**config.mk**
```make
export PLATFORM = sky130hd
export DESIGN_NAME = irq_prio_ctrl
export DESIGN_NICKNAME = d
export VERILOG_FILES = /design/src/rtl/irq_pkg.sv /design/src/rtl/irq_rst_sync.sv /design/src/rtl/irq_wr_check.sv /design/src/rtl/irq_regfile.sv /design/src/rtl/irq_prio_enc.sv /design/src/rtl/irq_prio_ctrl.sv
export SDC_FILE = /design/constraint.sdc
export NUM_CORES = 1
export LEC_CHECK = 0
export BUFFER_PORTS_ARGS = -buffer_cell sky130_fd_sc_hd__buf_2
export CORE_MARGIN = 2
export CORE_UTILIZATION = 35
export CTS_BUF_LIST = sky130_fd_sc_hd__clkbuf_16
export DETAILED_ROUTE_END_ITERATION = 6
export PLACE_DENSITY = 0.7
export SYNTH_ARGS = -nofsm -noshare
export SYNTH_HDL_FRONTEND = slang
export SYNTH_SLANG_ARGS = --single-unit
```
**constraint.sdc**
```tcl
create_clock -name clk -period 2.55 [get_ports clk]
set_clock_uncertainty 0.2 [all_clocks]
set_input_delay 0.255 -clock clk [delete_from_list [all_inputs] [get_ports clk]]
set_output_delay 0.255 -clock clk [all_outputs]
set_load 0.005 [all_outputs]
```
**src/rtl/irq_pkg.sv**
```systemverilog
package irq_pkg;

  typedef enum logic [1:0] {
    SEL_PEND  = 2'd0,
    SEL_MASK  = 2'd1,
    SEL_CLR   = 2'd2,
    SEL_FORCE = 2'd3
  } reg_sel_e;

endpackage

```
**src/rtl/irq_rst_sync.sv**
```systemverilog
module irq_rst_sync (
  input  logic clk,
  input  logic rst_n,
  output logic rst_ns
);
  logic s1_q;
  logic s2_q;

  always_ff @(posedge clk or negedge rst_n) begin
    if (!rst_n) begin
      s1_q <= 1'b0;
      s2_q <= 1'b0;
    end else begin
      s1_q <= 1'b1;
      s2_q <= s1_q;
    end
  end

  assign rst_ns = s2_q;
endmodule

```
**src/rtl/irq_wr_check.sv**
```systemverilog
module irq_wr_check
  import irq_pkg::*;
#(
  parameter int NLVL = 15,
  parameter int DW   = 32
) (
  input  logic          wr_en,
  input  logic [1:0]    wr_sel,
  input  logic [DW-1:0] wr_data,
  output logic          bad_wr
);
  // Bits a write may carry without raising the error.
  localparam logic [DW-1:0] LVL_OK  = {{(DW-NLVL-1){1'b0}}, {NLVL{1'b1}}, 1'b0};
  localparam logic [DW-1:0] MASK_OK = {{(DW-NLVL){1'b0}}, {(NLVL-1){1'b1}}, 1'b0};

  reg_sel_e sel;
  logic     mask_bad;
  logic     lvl_bad;

  always_comb begin
    sel      = reg_sel_e'(wr_sel);
    mask_bad = |(wr_data & ~MASK_OK);
    lvl_bad  = |(wr_data & ~LVL_OK);
    bad_wr   = 1'b0;
    if (wr_en) begin
      case (sel)
        SEL_MASK:            bad_wr = mask_bad;
        SEL_CLR, SEL_FORCE:  bad_wr = lvl_bad;
        default:             bad_wr = 1'b0;
      endcase
    end
  end
endmodule

```
**src/rtl/irq_regfile.sv**
```systemverilog
module irq_regfile
  import irq_pkg::*;
#(
  parameter int NLVL = 15,
  parameter int LW   = 4
) (
  input  logic            clk,
  input  logic            rst_n,
  input  logic [NLVL:0]   src,
  input  logic            test_en,
  input  logic            wr_en,
  input  logic [1:0]      wr_sel,
  input  logic [NLVL:0]   wr_bits,
  input  logic            ack_valid,
  input  logic [LW-1:0]   ack_level,
  output logic [NLVL:0]   pend_q,
  output logic [NLVL:0]   mask_q,
  output logic [NLVL:0]   frc_q
);
  localparam logic [NLVL:0] LVL_KEEP  = {{NLVL{1'b1}}, 1'b0};
  localparam logic [NLVL:0] MASK_KEEP = {1'b0, {(NLVL-1){1'b1}}, 1'b0};

  logic [NLVL:0] pend_d;
  logic [NLVL:0] mask_d;
  logic [NLVL:0] frc_d;
  logic [NLVL:0] src_m;
  logic          ack_hit;
  logic          upd_en;
  reg_sel_e      sel;

  always_comb begin
    sel     = reg_sel_e'(wr_sel);
    src_m   = src & LVL_KEEP;
    ack_hit = ack_valid && (ack_level != '0) && (int'(ack_level) <= NLVL);
    upd_en  = wr_en | ack_hit | (|src_m);
    pend_d  = pend_q;
    mask_d  = mask_q;
    frc_d   = frc_q;
    if (wr_en) begin
      case (sel)
        SEL_MASK:  mask_d = wr_bits & MASK_KEEP;
        SEL_CLR:   pend_d = pend_d & ~(wr_bits & LVL_KEEP);
        SEL_FORCE: if (test_en) frc_d = wr_bits & LVL_KEEP;
        default:   ;
      endcase
    end
    if (ack_hit) begin
      if (test_en && frc_q[ack_level]) frc_d[ack_level] = 1'b0;
      else                             pend_d[ack_level] = 1'b0;
    end
    // Source sets are applied last so they win over any clear.
    pend_d = pend_d | src_m;
  end

  always_ff @(posedge clk or negedge rst_n) begin
    if (!rst_n) begin
      pend_q <= '0;
      mask_q <= '0;
      frc_q  <= '0;
    end else if (upd_en) begin
      pend_q <= pend_d;
      mask_q <= mask_d;
      frc_q  <= frc_d;
    end
  end

  // a source pulse leaves its pending bit set on the next cycle
  a_r4_src_sets: assert property (@(posedge clk) disable iff (!rst_n)
    (src_m != '0) |=> ((pend_q & $past(src_m)) == $past(src_m)));

  // with the test enable low the force register cannot change
  a_r8_force_hold: assert property (@(posedge clk) disable iff (!rst_n)
    !test_en |=> $stable(frc_q));

  // bit 0 of the stored vectors stays clear
  a_r2_bit0_clear: assert property (@(posedge clk) disable iff (!rst_n)
    1'b1 |=> (!pend_q[0] && !frc_q[0] && !mask_q[0]));
endmodule

```
**src/rtl/irq_prio_enc.sv**
```systemverilog
module irq_prio_enc #(
  parameter int NLVL = 15,
  parameter int LW   = 4
) (
  input  logic [NLVL:0]  act,
  output logic [LW-1:0]  lvl
);
  // Ascending scan: a later (higher) hit overrides a lower one.
  always_comb begin
    lvl = '0;
    for (int i = 1; i <= NLVL; i++) begin
      if (act[i]) lvl = LW'(i);
    end
  end
endmodule

```
**src/rtl/irq_prio_ctrl.sv**
```systemverilog
module irq_prio_ctrl
  import irq_pkg::*;
#(
  parameter int NLVL = 15,
  parameter int DW   = 32,
  localparam int LW  = $clog2(NLVL + 1)
) (
  input  logic           clk,
  input  logic           rst_n,
  input  logic [NLVL:0]  src_pulse,
  input  logic           test_en,
  input  logic           wr_en,
  input  logic [1:0]     wr_sel,
  input  logic [DW-1:0]  wr_data,
  input  logic [1:0]     rd_sel,
  output logic [DW-1:0]  rd_data,
  input  logic           ack_valid,
  input  logic [LW-1:0]  ack_level,
  output logic [LW-1:0]  irq_level,
  output logic           par_err
);
  logic          rst_ns;
  logic [NLVL:0] pend_q;
  logic [NLVL:0] mask_q;
  logic [NLVL:0] frc_q;
  logic [NLVL:0] act;
  logic [LW-1:0] lvl_nx;
  logic          bad_wr;
  logic [LW-1:0] irl_q;
  logic          err_q;

  irq_rst_sync u_rst (
    .clk    (clk),
    .rst_n  (rst_n),
    .rst_ns (rst_ns)
  );

  irq_regfile #(.NLVL(NLVL), .LW(LW)) u_regs (
    .clk       (clk),
    .rst_n     (rst_ns),
    .src       (src_pulse),
    .test_en   (test_en),
    .wr_en     (wr_en),
    .wr_sel    (wr_sel),
    .wr_bits   (wr_data[NLVL:0]),
    .ack_valid (ack_valid),
    .ack_level (ack_level),
    .pend_q    (pend_q),
    .mask_q    (mask_q),
    .frc_q     (frc_q)
  );

  irq_wr_check #(.NLVL(NLVL), .DW(DW)) u_chk (
    .wr_en   (wr_en),
    .wr_sel  (wr_sel),
    .wr_data (wr_data),
    .bad_wr  (bad_wr)
  );

  always_comb begin
    act = (pend_q | (test_en ? frc_q : '0)) & ~mask_q;
    act[0] = 1'b0;
  end

  irq_prio_enc #(.NLVL(NLVL), .LW(LW)) u_enc (
    .act (act),
    .lvl (lvl_nx)
  );

  always_ff @(posedge clk or negedge rst_ns) begin
    if (!rst_ns) begin
      irl_q <= '0;
      err_q <= 1'b0;
    end else begin
      irl_q <= lvl_nx;
      err_q <= bad_wr;
    end
  end

  always_comb begin
    case (reg_sel_e'(rd_sel))
      SEL_PEND:  rd_data = DW'(pend_q);
      SEL_MASK:  rd_data = DW'(mask_q);
      SEL_FORCE: rd_data = DW'(frc_q);
      default:   rd_data = '0;
    endcase
  end

  assign irq_level = irl_q;
  assign par_err   = err_q;

  // an empty active set gives level 0 one cycle later
  a_r3_idle_zero: assert property (@(posedge clk) disable iff (!rst_ns)
    (act == '0) |=> (irq_level == '0));

  // a non-empty active set gives a non-zero level
  a_r3_nonzero: assert property (@(posedge clk) disable iff (!rst_ns)
    (act != '0) |=> (irq_level != '0));

  // the top level wins whenever it is active
  a_r3_top_wins: assert property (@(posedge clk) disable iff (!rst_ns)
    act[NLVL] |=> (irq_level == LW'(NLVL)));

  // a mask write with bit 0 set raises the error pulse
  a_r9_mask_bit0: assert property (@(posedge clk) disable iff (!rst_ns)
    (wr_en && wr_sel == 2'd1 && wr_data[0]) |=> par_err);
endmodule

```
### Word level (Yosys, flattened, before mapping)

Cells that the tools add are included.
Widths: inputs -> output; s select.

* input bits: 61
* bits in registers: 53
* word-level logic and storage cells: 67

* reduce and logical (&&, ||, !) cells: 10
* mux-type cells: 32
* equality and inequality tests: 5
* magnitude comparators: 2
* bitwise gates (word level): 11

Operator list (count)
* $mux 16: 10
* $and 16x16->16: 4
* $pmux 16 s3: 1
* $mux 4: 8
* $not 16->16: 2
* $or 16x16->16: 2
* $reduce_or 18->1: 1
* $reduce_or 17->1: 1
* $not 15->16: 1
* $reduce_or 15->1: 1
* $mux 3: 4
* $eq 2x2->1 const B: 3
* $lt 4x5->1 const B: 1
* $bmux 1 s4: 1
* $demux 1 s4: 1
* $eq 2x1->1 const B: 2
* $ge 4x1->1 const B: 1
* $mux 1: 4
* $mux 2: 2
* $reduce_bool 4->1: 1
* $logic_and 1x1->1: 3
* $reduce_and 3->1: 1
* $logic_not 2->1: 1
* $or 1x1->1: 2
* other kinds (2): 2

### Depth between registers and ports, before layout

* depth after elaboration: 18
* mapped depth: 6
* mapped depth without buffers: 5

### Cells and area by module

Synthesis repeated with hierarchy kept, for this count alone.

* cell total of the unflattened synthesis: 326
* area total of the unflattened synthesis: 3274.4 µm²

Modules (own cells, without submodules)
* irq_regfile: seq. area each 1151.1 µm², cells an instance 197, instances 1, area an instance 2269.7 µm²
* irq_prio_ctrl: seq. area each 125.1 µm², cells an instance 92, instances 1, area an instance 748.2 µm²
* irq_prio_enc: seq. area each 0.0 µm², cells an instance 25, instances 1, area an instance 141.4 µm²
* irq_wr_check: seq. area each 0.0 µm², cells an instance 9, instances 1, area an instance 61.3 µm²
* irq_rst_sync: seq. area each 50.0 µm², cells an instance 3, instances 1, area an instance 53.8 µm²

### Least setup slack after synthesis

Ideal clock, no wire load.

* path kind: register to register
* start point: register u_regs.frc_q[3]
* end point: register u_regs.pend_q[3]
* arrival time: 1575 ps
* setup slack: 655 ps
* setup time: 120 ps
* clock period less this slack: 1895 ps
* required time: 2230 ps
* cell stages (with the launch flop): 5
* path buffers: 0
* cells stage by stage: dfrtp_1 > mux4_2 > a2111oi_4 > nand3_1 > a31o_1

* word-level cells in the longest chain between the ends: 6

RTL lines
* from (decl): RTL line irq_regfile.sv:18 `output logic [NLVL:0] frc_q`
* from (signal assigned): RTL line irq_regfile.sv:63 `frc_q <= frc_d;`
* $bmux 1 s4: RTL line irq_regfile.sv:48 `if (test_en && frc_q[ack_level]) frc_d[ack_level] = 1'b0;`
* $mux 1 (implied by the code): RTL line irq_regfile.sv:48
* $logic_and 1x1->1: RTL line irq_regfile.sv:48
* $mux 16: RTL line irq_regfile.sv:48
* $mux 16: RTL line irq_regfile.sv:47 `if (ack_hit) begin`
* $or 16x16->16: RTL line irq_regfile.sv:52 `pend_d = pend_d | src_m;`
* to (signal assigned): RTL line irq_regfile.sv:61 `pend_q <= pend_d;`
* to (decl): RTL line irq_regfile.sv:16 `output logic [NLVL:0] pend_q,`

No other way between the ends. The select of a mux whose other input is x is not followed.
A chain may end at the register's enable or synchronous reset.

### Worst setup path after layout

* start point: register u_regs.frc_q[5]
* end point: register u_regs.pend_q[7]

Same word-level chain as after synthesis.

==> impl_results.md <==
- Post-Route WL: 8760 um
- Via count: 2799
- Fin area: 3840 um^2
- Worst vdd ir: 0.000273 V
- Slowest stage delay, CP: 550 ps
- Worst reg2reg setup slack: 500 ps
- CTS Buf Count: 5
- CP delay by family, top: compound AO/OA/AOI/OAI gates
- FF+latch count, synth: 53
- Die width: 97.6 um
- Synth Area in Compound Gates: 0.184
- CP Launch Type: register
- Largest family of logic cells by synthesized area: compound AO/OA/AOI/OAI gates
- Worst relative slew slack: 0.559
- Critical Path, Cell by Cell: mux4_1 -> a211oi_2 -> nand3_1 -> a31o_2
- Post-synthesis async set-or-reset flop share: 1.00
- Clock Latency Late Sink: 290 ps
- Yosys warns: 0
- Post-route ant nets: 0
- # DRC: 0
- Placed wire-length estimate: 6250 um
- Vias in the first global route: 2805
- Post-synth top area share: 0.433
- Unrepaired setup endpoints after global routing: false
- Global Route Usage Sum: 0.185
- Number of buffers and inverters on the critical path: 0
- Placed cell areas: 3540 um^2
- Cell Pwr Density: 588 nW/um^2
- Worst EP required: 2530 ps
- Post-Syn Area: 3070 um^2
- Antenna cell count: 0
- Fin crit share: 0.802
- Worst Hold Depth: 3
- Post-Route Hold Slack: 3.70 ps
- Post-Synth Adder-Cell Area: 0
- Max-cap violation count: 0
- Share of layout cells above drive strength 1: 0.320
- Largest net degree at the start of global routing: 52
- I/O Buffers: 80
- Slowest cell on crit path: mux4_1
- Initial antenna violation count: 0
- Fin nets: 469
- Post-Syn Area per Cell: 9.79 um^2
- Post-Synth XOR/XNOR Area: 0
- Via/cell ratio: 5.41
- Fin. Hold Viols: 0
- Die height: 97.6 um
- Hold Crit Class: in -> reg
- Fin util: 0.446
- First-pass GRT wire length: 14300 um
- Multi-input gate area in the final layout: 1600 um^2
- Fill cells: 844
- Outcome: finished clean
- Ports: 98
- Top cells by area, synth: dfrtp_1 (43%), mux2i_1 (9.5%), nand2_1 (5.5%)
- Number of cells on the critical path: 4
- Wire per inst: 16.9 um
- Most frequent cells in the layout: buf_2 (80), dfrtp_1 (52), nand2_1 (45)
- Clk root buf: clkbuf_16
- Most common cell after layout, fill and taps aside: buf_2
- Clock buffer depth: 2
- CP Capture Type: register
- Row count: 34
- Core Region: 8590 um^2
- H-tree depth: 2
- Gr ovfl total: 0
- Post-Synth Simple-Gate Area: 0.140
- Leak: 1.76 nW
- Syn Inst Count: 313
- Worst Max-Slew Pin Slew: 661 ps
- Seq/Total Area, Yosys: 0.433
- Top cell type by total area after synthesis: dfrtp_1
- Count of cell types in the netlist: 44
- Clk sinks: 53
- DR pass1 iterations: 4
- Crit path kind: reg -> reg
- EDFF count, synth: 0
- Die area: 9520 um^2
- CTS tree: yes
- Register Area: 1330 um^2
- Starting DRT DRC Count: 145
- Max-slew violations: 0
- Fmax: 489 MHz
- Post-route minimum period: 2050 ps
- Overall power: 2.25 mW
- Starting Density: 0.357
- Gpl congestion: 0.811
- Area growth syn-to-layout: 25.1%
- Post-CTS setup buffers: 0
- Post-synth top flop: dfrtp_1
- Setup violators final: 0
- Setup_tns: 0 ps
- Max FO, Critical Path: 4
- Reg2reg path depth: 4
- CP arrival: 2030 ps
- Post-synthesis mux area share: 0.177
- Clk pin slew, worst setup/hold paths: 70 ps
==> layer usage <==
layer	track usage	vias up	routed length [um]	part of all wire
li1	-	1301	-	-
met1	0.242	1388	3730	0.43
met2	0.321	98	4410	0.50
met3	0.0338	12	487	0.056
met4	0.0417	0	125	0.014
met5	0	-	0	0
==> cell type report <==
cell class | count | area share
clock buffer | 5 | 0.0326
clock inverter | 3 | 0.00359
inverter | 4 | 0.00391
multi-input combinational | 240 | 0.417
sequential | 53 | 0.346
tap | 108 | 0.0352
timing repair buffer | 104 | 0.162
==> synthesized netlist by cell type, types with 3 or more instances <==
library cell,instances
dfrtp_1,53
nand2_1,45
mux2i_1,29
a21oi_1,23
o21ai_0,18
buf_4,16
nor2_1,16
mux2_2,14
a31o_2,11
clkbuf_1,11
a31oi_1,7
nand3_1,7
a31o_1,5
a21o_1,4
buf_2,4
inv_1,4
nor2b_1,4
nor4_1,4
or2_2,4
mux4_2,3
nand4_1,3
==> where the power goes <==
part / leakage (nW) / internal (mW) / switching [mW]
sequential: 0.585 / 0.958 / 0.112
combinational: 1.10 / 0.267 / 0.270
clock: 0.0748 / 0.357 / 0.291
==> final timing paths <==
check                                startpoint               end
worst max-delay path            u_regs.frc_q[5]  u_regs.pend_q[7]
min in group asynchronous                 rst_n      u_rst.rst_ns
worst min-delay path                wr_data[31]           par_err
worst max register to register  u_regs.frc_q[5]  u_regs.pend_q[7]
worst min register to register       u_rst.s1_q      u_rst.rst_ns
max in group asynchronous          u_rst.rst_ns  u_regs.frc_q[11]
==> tightest hold or removal path, cell delays in order <==
cell	delay, ps
buf_2	70
nor4_1	40
nor2_1	90
==> what timing repair did <==
action | in CTS | in global routing
endpoints found under the hold margin | 17 | 0
resized for setup | 0 | 0
hold buffers | 16 | 0
==> sequential cells by signal, indices dropped and copies added, names as in the netlist <==
signal	count
u_rst.rst_ns	1
u_regs.mask_q	14
u_regs.frc_q	16
par_err	1
irq_level	4
u_rst.s1_q	1
u_regs.pend_q	16
==> cell families after synthesis <==
| family | Yosys count |
|---|---|
| other | 2 |
| AND/OR/NAND/NOR | 93 |
| AO/OA/AOI/OAI | 83 |
| buffers and inverters | 35 |
| flip-flops | 53 |
| multiplexers | 47 |
==> stage by stage <==
step	std cells	setup slack, ps
after global routing	517	408
after global placement	493	316
final	517	504
after floorplan	328	655
after CTS	517	503
after detailed placement	493	275
Power figures use the tool's default switching activity.
